<file path="config.mk">
export PLATFORM = sky130hd
export DESIGN_NAME = tlbi_done_tracker
export DESIGN_NICKNAME = d
export VERILOG_FILES = /design/src/rtl/tlbi_pkg.sv /design/src/rtl/tlbi_outstanding_ctr.sv /design/src/rtl/tlbi_arm_fsm.sv /design/src/rtl/tlbi_csr_view.sv /design/src/rtl/tlbi_done_tracker.sv
export SDC_FILE = /design/constraint.sdc
export NUM_CORES = 1
export LEC_CHECK = 0
export BUFFER_PORTS_ARGS = -buffer_cell sky130_fd_sc_hd__buf_2
export CORE_AREA = 2 2 182 184
export CTS_CLUSTER_SIZE = 25
export DETAILED_ROUTE_END_ITERATION = 10
export DIE_AREA = 0 0 184 186
export GPL_TIMING_DRIVEN = 0
export HOLD_SLACK_MARGIN = 0.03
export PLACE_DENSITY = 0.35
export SYNTH_ARGS = -nofsm -noshare
export SYNTH_HDL_FRONTEND = slang
export SYNTH_SLANG_ARGS = --single-unit
</file>
<file path="constraint.sdc">
create_clock -name clk -period 3.5 [get_ports clk]
set_input_delay 0.7 -clock clk [delete_from_list [all_inputs] [get_ports clk]]
set_output_delay 0.7 -clock clk [all_outputs]
set_load 0.02 [all_outputs]
</file>
<file path="src/rtl/tlbi_pkg.sv">
package tlbi_pkg;

    typedef enum logic [1:0] {
        TRK_IDLE  = 2'd0,
        TRK_ARMED = 2'd1,
        TRK_PEND  = 2'd2
    } trk_state_e;

    localparam int unsigned IRQ_BIT    = 13;
    localparam int unsigned CAUSE_CODE = 12;

endpackage

</file>
<file path="src/rtl/tlbi_outstanding_ctr.sv">
module tlbi_outstanding_ctr #(
    parameter int unsigned CNT_W   = 4,
    parameter int unsigned ID_W    = 4,
    parameter int unsigned HART_ID = 0
) (
    input  logic            clk,
    input  logic            rst_n,
    input  logic            issue_valid_i,
    input  logic            cmpl_valid_i,
    input  logic [ID_W-1:0] cmpl_src_i,
    output logic            issue_ready_o,
    output logic            busy_o,
    output logic            zero_nxt_o
);
    localparam logic [CNT_W-1:0] CNT_MAX = '1;
    localparam logic [ID_W-1:0]  OWN_ID  = ID_W'(HART_ID);

    logic [CNT_W-1:0] cnt_q;
    logic [CNT_W-1:0] cnt_d;
    logic             own_cmpl;
    logic             inc;
    logic             dec;

    assign own_cmpl      = cmpl_valid_i && (cmpl_src_i == OWN_ID);
    assign issue_ready_o = (cnt_q != CNT_MAX);
    assign inc           = issue_valid_i && issue_ready_o;
    assign dec           = own_cmpl && (cnt_q != '0);

    always_comb begin
        unique case ({inc, dec})
            2'b10:   cnt_d = cnt_q + 1'b1;
            2'b01:   cnt_d = cnt_q - 1'b1;
            default: cnt_d = cnt_q;
        endcase
    end

    always_ff @(posedge clk) begin
        if (!rst_n) cnt_q <= '0;
        else        cnt_q <= cnt_d;
    end

    assign busy_o     = (cnt_q != '0);
    assign zero_nxt_o = (cnt_d == '0);

    // a full counter never wraps
    assert_no_overflow_R10: assert property (@(posedge clk) disable iff (!rst_n)
        (cnt_q == CNT_MAX && !own_cmpl) |=> (cnt_q == CNT_MAX));

    // balanced issue and completion hold the count
    assert_balanced_R9: assert property (@(posedge clk) disable iff (!rst_n)
        (issue_valid_i && issue_ready_o && own_cmpl && busy_o) |=> (cnt_q == $past(cnt_q)));

    // a completion at zero leaves the count at zero unless an issue is accepted
    assert_stray_R8: assert property (@(posedge clk) disable iff (!rst_n)
        (!busy_o && !issue_valid_i) |=> !busy_o);
endmodule

</file>
<file path="src/rtl/tlbi_arm_fsm.sv">
module tlbi_arm_fsm
    import tlbi_pkg::*;
(
    input  logic clk,
    input  logic rst_n,
    input  logic arm_req_i,
    input  logic clr_req_i,
    input  logic zero_nxt_i,
    input  logic busy_i,
    output logic pend_o
);
    trk_state_e state_q;
    trk_state_e state_d;

    always_ff @(posedge clk) begin
        if (!rst_n) state_q <= TRK_IDLE;
        else        state_q <= state_d;
    end

    always_comb begin
        state_d = state_q;
        unique case (state_q)
            TRK_IDLE: begin
                if (arm_req_i) state_d = zero_nxt_i ? TRK_PEND : TRK_ARMED;
            end
            TRK_ARMED: begin
                if (clr_req_i)       state_d = TRK_IDLE;
                else if (zero_nxt_i) state_d = TRK_PEND;
            end
            TRK_PEND: begin
                if (clr_req_i) state_d = TRK_IDLE;
            end
            default: state_d = TRK_IDLE;
        endcase
    end

    always_comb begin
        pend_o = (state_q == TRK_PEND);
    end

    // pending never rises while invalidates are still outstanding
    assert_pend_idle_R4: assert property (@(posedge clk) disable iff (!rst_n)
        $rose(pend_o) |-> !busy_i);

    // a clear request drops pending at the next edge
    assert_clear_R11: assert property (@(posedge clk) disable iff (!rst_n)
        clr_req_i |=> !pend_o);
endmodule

</file>
<file path="src/rtl/tlbi_csr_view.sv">
module tlbi_csr_view
    import tlbi_pkg::*;
#(
    parameter int unsigned XLEN = 64
) (
    input  logic            clk,
    input  logic            rst_n,
    input  logic            stat_we_i,
    input  logic [XLEN-1:0] stat_wdata_i,
    input  logic            ip_we_i,
    input  logic [XLEN-1:0] ip_wdata_i,
    input  logic            ie_we_i,
    input  logic [XLEN-1:0] ie_wdata_i,
    input  logic            busy_i,
    input  logic            pend_i,
    output logic            arm_req_o,
    output logic            clr_req_o,
    output logic [XLEN-1:0] stat_rdata_o,
    output logic [XLEN-1:0] ip_rdata_o,
    output logic [XLEN-1:0] ie_rdata_o,
    output logic            irq_o,
    output logic [XLEN-1:0] cause_o
);
    localparam int unsigned     BUSY_BIT  = XLEN - 2;
    localparam int unsigned     ARM_BIT   = XLEN - 3;
    localparam logic [XLEN-1:0] CAUSE_VAL = {1'b1, (XLEN-1)'(CAUSE_CODE)};

    logic ie_q;
    logic wdata_unused;

    assign wdata_unused = ^{stat_wdata_i, ip_wdata_i, ie_wdata_i};

    always_ff @(posedge clk) begin
        if (!rst_n)       ie_q <= 1'b0;
        else if (ie_we_i) ie_q <= ie_wdata_i[IRQ_BIT];
    end

    assign arm_req_o = stat_we_i && stat_wdata_i[ARM_BIT];
    assign clr_req_o = ip_we_i && !ip_wdata_i[IRQ_BIT];

    always_comb begin
        stat_rdata_o           = '0;
        stat_rdata_o[BUSY_BIT] = busy_i;
        ip_rdata_o             = '0;
        ip_rdata_o[IRQ_BIT]    = pend_i;
        ie_rdata_o             = '0;
        ie_rdata_o[IRQ_BIT]    = ie_q;
        irq_o                  = pend_i && ie_q;
        cause_o                = irq_o ? CAUSE_VAL : '0;
    end

    // the request implies both pending and enable views are set
    assert_mask_R6: assert property (@(posedge clk) disable iff (!rst_n)
        irq_o |-> (ip_rdata_o[IRQ_BIT] && ie_rdata_o[IRQ_BIT]));

    // the check control bit never reads back as 1
    assert_arm_reads_zero_R2: assert property (@(posedge clk) disable iff (!rst_n)
        arm_req_o |=> !stat_rdata_o[ARM_BIT]);
endmodule

</file>
<file path="src/rtl/tlbi_done_tracker.sv">
module tlbi_done_tracker #(
    parameter int unsigned XLEN    = 64,
    parameter int unsigned CNT_W   = 4,
    parameter int unsigned ID_W    = 4,
    parameter int unsigned HART_ID = 0
) (
    input  logic            clk,
    input  logic            rst_n,
    input  logic            issue_valid_i,
    output logic            issue_ready_o,
    input  logic            cmpl_valid_i,
    input  logic [ID_W-1:0] cmpl_src_i,
    input  logic            stat_we_i,
    input  logic [XLEN-1:0] stat_wdata_i,
    output logic [XLEN-1:0] stat_rdata_o,
    input  logic            ip_we_i,
    input  logic [XLEN-1:0] ip_wdata_i,
    output logic [XLEN-1:0] ip_rdata_o,
    input  logic            ie_we_i,
    input  logic [XLEN-1:0] ie_wdata_i,
    output logic [XLEN-1:0] ie_rdata_o,
    output logic            irq_o,
    output logic [XLEN-1:0] cause_o
);
    logic busy;
    logic zero_nxt;
    logic arm_req;
    logic clr_req;
    logic pend;

    tlbi_outstanding_ctr #(
        .CNT_W  (CNT_W),
        .ID_W   (ID_W),
        .HART_ID(HART_ID)
    ) u_ctr (
        .clk          (clk),
        .rst_n        (rst_n),
        .issue_valid_i(issue_valid_i),
        .cmpl_valid_i (cmpl_valid_i),
        .cmpl_src_i   (cmpl_src_i),
        .issue_ready_o(issue_ready_o),
        .busy_o       (busy),
        .zero_nxt_o   (zero_nxt)
    );

    tlbi_arm_fsm u_fsm (
        .clk       (clk),
        .rst_n     (rst_n),
        .arm_req_i (arm_req),
        .clr_req_i (clr_req),
        .zero_nxt_i(zero_nxt),
        .busy_i    (busy),
        .pend_o    (pend)
    );

    tlbi_csr_view #(
        .XLEN(XLEN)
    ) u_csr (
        .clk         (clk),
        .rst_n       (rst_n),
        .stat_we_i   (stat_we_i),
        .stat_wdata_i(stat_wdata_i),
        .ip_we_i     (ip_we_i),
        .ip_wdata_i  (ip_wdata_i),
        .ie_we_i     (ie_we_i),
        .ie_wdata_i  (ie_wdata_i),
        .busy_i      (busy),
        .pend_i      (pend),
        .arm_req_o   (arm_req),
        .clr_req_o   (clr_req),
        .stat_rdata_o(stat_rdata_o),
        .ip_rdata_o  (ip_rdata_o),
        .ie_rdata_o  (ie_rdata_o),
        .irq_o       (irq_o),
        .cause_o     (cause_o)
    );

    // the cause code is present whenever the request is raised
    assert_cause_R7: assert property (@(posedge clk) disable iff (!rst_n)
        irq_o |-> (cause_o[XLEN-1] && cause_o[3:0] == 4'd12));
endmodule

</file>
After elaboration in Yosys (flattened, before gate mapping)
Cells that the tools add are included.
{ "word_totals": {"register_bits": 7, "latch_bits": 0, "ram_bits": 0, "mem_bits_ro": 0, "input_bits": 203, "out_inout_bits": 258, "memories": 0} }
{ "op_classes": {"add_sub_neg": 2, "n_mul": 0, "n_div": 0, "magnitude_cmp": 0, "n_eq_ne": 8, "shift": 0, "mux": 8, "n_bitwise": 0, "n_reduce_logical": 12} }
{ "ops": {"columns": ["operator", "n"], "rows": [
  ["64-bit two-way mux", 1],
  ["2-bit two-way mux", 5],
  ["4-bit zero test", 2],
  ["4-bit one-hot mux with 2 select lines", 1],
  ["1-bit logical AND", 6],
  ["2-bit one-hot mux with 3 select lines", 1],
  ["4-bit by 1-bit adder with 4-bit output (second input constant)", 1],
  ["2-bit by 1-bit equality test with 1-bit output (second input constant)", 2],
  ["2-bit equality test (second input constant)", 2],
  ["2-bit inequality test (second input constant)", 2],
  ["4-bit inequality test (second input constant)", 1],
  ["4-bit nonzero test", 1],
  ["4-bit by 1-bit subtractor with 4-bit output (second input constant)", 1],
  ["3-bit by 2-bit inequality test with 1-bit output (second input constant)", 1],
  ["3-bit AND reduction", 1],
  ["2-bit zero test", 1],
  ["1-bit zero test", 1]
]} }

Depth between registers and ports, before layout
{ "logic_depth": {"word_depth": 9, "ltp_mapped": 9, "depth_no_buf": 9} }

By module
Synthesis repeated with hierarchy kept, for this count alone.
{ "unflattened": {"hier_cells": 305, "area_unflattened_um2": 2398.6} }
{ "by_module_without_submodules": {"columns": ["module", "n_inst", "cells_each", "area_each_um2", "seq_area_each_um2"], "rows": [
  ["tlbi_csr_view", 1, 263, 1980.6, 20.0],
  ["tlbi_outstanding_ctr", 1, 33, 317.8, 80.1],
  ["tlbi_arm_fsm", 1, 9, 100.1, 40.0]
]} }

Worst setup path after synthesis
Ideal clock, no wire load.
{ "synth_timing": {"path_kind": "input-to-reg", "from": "input port cmpl_src_i[3]", "to": "register u_ctr.cnt_q[3]", "setup_time_ns": 0.070, "arrival_ns": 2.844, "required_ns": 3.430, "setup_slack_ns": 0.586, "stages": 9, "cell_sequence": "or4b_2 -> nor3_1 -> ha_1 -> ha_1 -> a21oi_1 -> nand2_2 -> xnor2_1 -> or3_1 -> a21boi_1"} }
{ "synth_between": {"elab_chain_cells": 5} }
{ "synth_rtl": {"columns": ["element", "line_no", "text"], "rows": [
  ["start: declaration", "tlbi_done_tracker.sv:12", "input logic [ID_W-1:0] cmpl_src_i,"],
  ["4-bit zero test *", "tlbi_outstanding_ctr.sv:24", "assign own_cmpl = cmpl_valid_i && (cmpl_src_i == OWN_ID);"],
  ["1-bit logical AND *", "tlbi_outstanding_ctr.sv:24", null],
  ["1-bit logical AND *", "tlbi_outstanding_ctr.sv:27", "assign dec = own_cmpl && (cnt_q != '0);"],
  ["2-bit by 1-bit equality test with 1-bit output / 2-bit equality test (equally long branches)", "tlbi_outstanding_ctr.sv:30", "unique case ({inc, dec})"],
  ["4-bit one-hot mux with 2 select lines *", "tlbi_outstanding_ctr.sv:30", null],
  ["end signal: assignment", "tlbi_outstanding_ctr.sv:39", "else cnt_q <= cnt_d;"],
  ["end: declaration", "tlbi_outstanding_ctr.sv:18", "logic [CNT_W-1:0] cnt_q;"]
]} }
Every way passes the cells marked *; elsewhere a longest branch is shown, timed or not.
A chain may end at the register's enable or synchronous reset.

Final worst setup path
Ends and elaborated chain as after synthesis.

==> results.md <==
- Detail Route Antenna Nets: 0
- Final setup fails: 0
- Final core utilization: 0.125
- 1st-iter DRT viols: 20
- Setup CP Type: in -> reg
- IR drop worst, VDD: 0.159 mV
- FP Rows: 66
- Logic pwr share: 0.643
- Most used cell, CP: ha_1
- Filler instances: 3748
- Slew margin rel.: 0.647
- # diodes: 0
- Initial antenna violation count: 0
- # IOs: 461
- Syn Inst Count: 310
- HP Class: reg -> reg
- Crit path time final: 2.92 ns
- CTS tree: built
- Sw Ratio: 0.442
- Power share of the clock group: 0.243
- Dpl cells: 988
- CP Cell Sequence: buf_2, or4b_2, nor3_1, ha_1, ha_1, a21oi_1, nand2_2, xnor2_1, or3_1, a21boi_1
- Die area: 34200 µm²
- Tcrit/Tclk final: 0.834
- DIE WIDTH: 184 µm
- Seq pwr share: 0.114
- Final setup TNS: 0 ns
- Max FO, Critical Path: 5
- R2r setup slk: 0.93 ns
- Final Power: 803 µW
- Gp weighted congestion: 0.626
- Seq/Total Area, Yosys: 0.0588
- Worst path slowest cell: or4b_2
- Max-slew violation count: 0
- Post-CTS Resized: 0
- FMAX: 343 MHz
- Global-route wire length before repair: 5.39 mm
- Via count: 1752
- Total track usage: 0.0195
- Most frequent cells in the layout: buf_4, conb_1, buf_2
- CTS Sinks: 7
- Commonest non-fill, non-tap cell in the layout: buf_4
- Pwr Density: 200 nW/µm²
- Total core area: 32200 µm²
- Non-Filler Instances: 992
- Unrepaired setup endpoints after global routing: no
- TritonCTS Buffers: 3
- Clock buffer depth: 2
- CP endpoint kind: register
- CTS clk-pin slew, worst paths: 0.04 ns
- Critical path arrival: 3.08 ns
- Worst-Skew Late Latency: 0.23 ns
- Total gr overflow: 0
- Switch Pwr: 355 µW
- Worst Skew: 0.000625 ns
- Mapped Area: 2380 µm²
- Initial Utilization: 0.0740
- WP data required: 3.66 ns
- Largest net degree at the start of global routing: 10
- P_int: 448 µW
- Slew of the pin with the lowest slew margin: 0.524 ns
- IO buf count: 21
- Drt wl/cell: 4.42 µm
- Critical path startpoint category: primary input
- Synthesis Warnings: 0
- Max incr delay on CP: 0.65 ns
- Nets: 792
- Static Leakage: 2.53 nW
- Drt drc: 0
- Vias in the first global route: 1140
- Max-cap violations: 0
- Layout area overhead: 68.4%
- Hold Fails Final Rpt: 0
- Total iterations of the first detailed-routing run: 4
- Vias/cell: 1.77
- Setup bufs post-CTS: 0
- Final wirelength: 4.39 mm
- Die height: 186 µm
- Post-CTS Hold Buffers: 0
- Seq cells post-synth: 7
- Unique masters post-synth: 28
- Share of layout cells above drive strength 1: 0.488
- CTS H-Tree Depth: 1
- Clock root buffer: clkbuf_16
- Mapped Avg Cell Area: 7.69 µm²
- DP Wirelength: 4.34 mm
- Status: finished, final reports clean
## layout make-up
type	instances	area (µm²)	area share
buffer	257	1930	0.480
multi-input combinational	291	1240	0.308
tap	408	510	0.127
sequential	7	140	0.0349
timing repair buffer	21	105	0.0262
clock buffer	3	75.1	0.0187
inverter	4	15.0	0.00374
clock inverter	1	5.00	0.00125
## flip-flops by register name (all words and copies together), names as in the netlist
register       count
u_csr.ie_q         1
u_ctr.cnt_q        4
u_fsm.state_q      2
## metrics by stage
step	cell area [µm²]	hold slack, ns	setup slack [ns]
after floorplan	3320	0.485	0.586
after global placement	3930	0.509	0.340
after detailed placement	3930	0.517	0.293
after CTS	4010	0.529	0.528
after global routing	4010	0.560	0.425
final	4010	0.529	0.581
## synthesized netlist by cell type
cell | count | area share
a21boi_1 | 1 | 0.0032
a21oi_1 | 1 | 0.0021
a22oi_1 | 1 | 0.0032
and2_1 | 4 | 0.010
and4b_2 | 1 | 0.0047
buf_4 | 256 | 0.81
clkbuf_1 | 1 | 0.0016
conb_1 | 1 | 0.0016
dfxtp_1 | 7 | 0.059
fa_1 | 1 | 0.0084
ha_1 | 3 | 0.016
inv_1 | 4 | 0.0063
mux2i_1 | 1 | 0.0042
nand2_1 | 5 | 0.0079
nand2_2 | 1 | 0.0026
nand2b_1 | 1 | 0.0026
nand3_1 | 1 | 0.0021
nand3_2 | 1 | 0.0042
nand3b_1 | 1 | 0.0032
nand4_1 | 1 | 0.0026
nor2b_1 | 3 | 0.0079
nor3_1 | 1 | 0.0021
nor4_1 | 1 | 0.0026
o21ai_0 | 5 | 0.010
or3_1 | 1 | 0.0026
or4b_2 | 1 | 0.0042
xnor2_1 | 3 | 0.011
xor2_1 | 2 | 0.0074
## logic make-up (layout without fill, tap and decap cells)
| kind of cell | count (synthesis) | count (layout) | share of synthesized area |
|---|---|---|---|
| compound gates | 8 | 8 | 0.0189 |
| xor+xnor | 5 | 5 | 0.0184 |
| fa+ha+maj | 4 | 4 | 0.0241 |
| buf+inv | 261 | 286 | 0.814 |
| flops | 7 | 7 | 0.0588 |
| mux | 1 | 1 | 0.00420 |
| other cells | 1 | 250 | 0.00157 |
| simple gates | 23 | 23 | 0.0598 |
## critical path: cells and delay by family
kind	cells	cell delay (ns)
AND/OR/NAND/NOR	4	1.22
adder cells (fa/ha/maj)	2	0.62
AO/OA/AOI/OAI	2	0.32
XOR/XNOR	1	0.13
buffers and inverters	1	0.09
## power groups by stage
| stage | Combinational, mW | Clock, mW | Sequential (mW) |
|---|---|---|---|
| finish | 0.516 | 0.195 | 0.0913 |
| detailed placement | 0.500 | 0 | 0.0927 |
| CTS | 0.501 | 0.202 | 0.0914 |
| floorplan | 0.482 | 0 | 0.0907 |
| global placement | 0.500 | 0 | 0.0927 |
| global route | 0.556 | 0.207 | 0.0923 |
## per-layer routing
metal  global-route usage  up-vias  wire [µm]
met2               0.0438      146       2420
met1               0.0161      610       1240
met4              0.00192        0         11
met3              0.00704        2        722
met5                    0        -          0
li1                     -      994          -
## final timing paths
kind	from	depth (start not counted)	endpoint
max reg2reg	u_ctr.cnt_q[0]$_SDFF_PN0_	9	u_ctr.cnt_q[3]$_SDFF_PN0_
min	u_fsm.state_q[1]$_SDFFE_PN0P_	2	u_fsm.state_q[0]$_SDFFE_PN0P_
min reg2reg	u_fsm.state_q[1]$_SDFFE_PN0P_	2	u_fsm.state_q[0]$_SDFFE_PN0P_
max	cmpl_src_i[3]	10	u_ctr.cnt_q[3]$_SDFF_PN0_
Note: power is estimated with default switching activity, not from simulation.
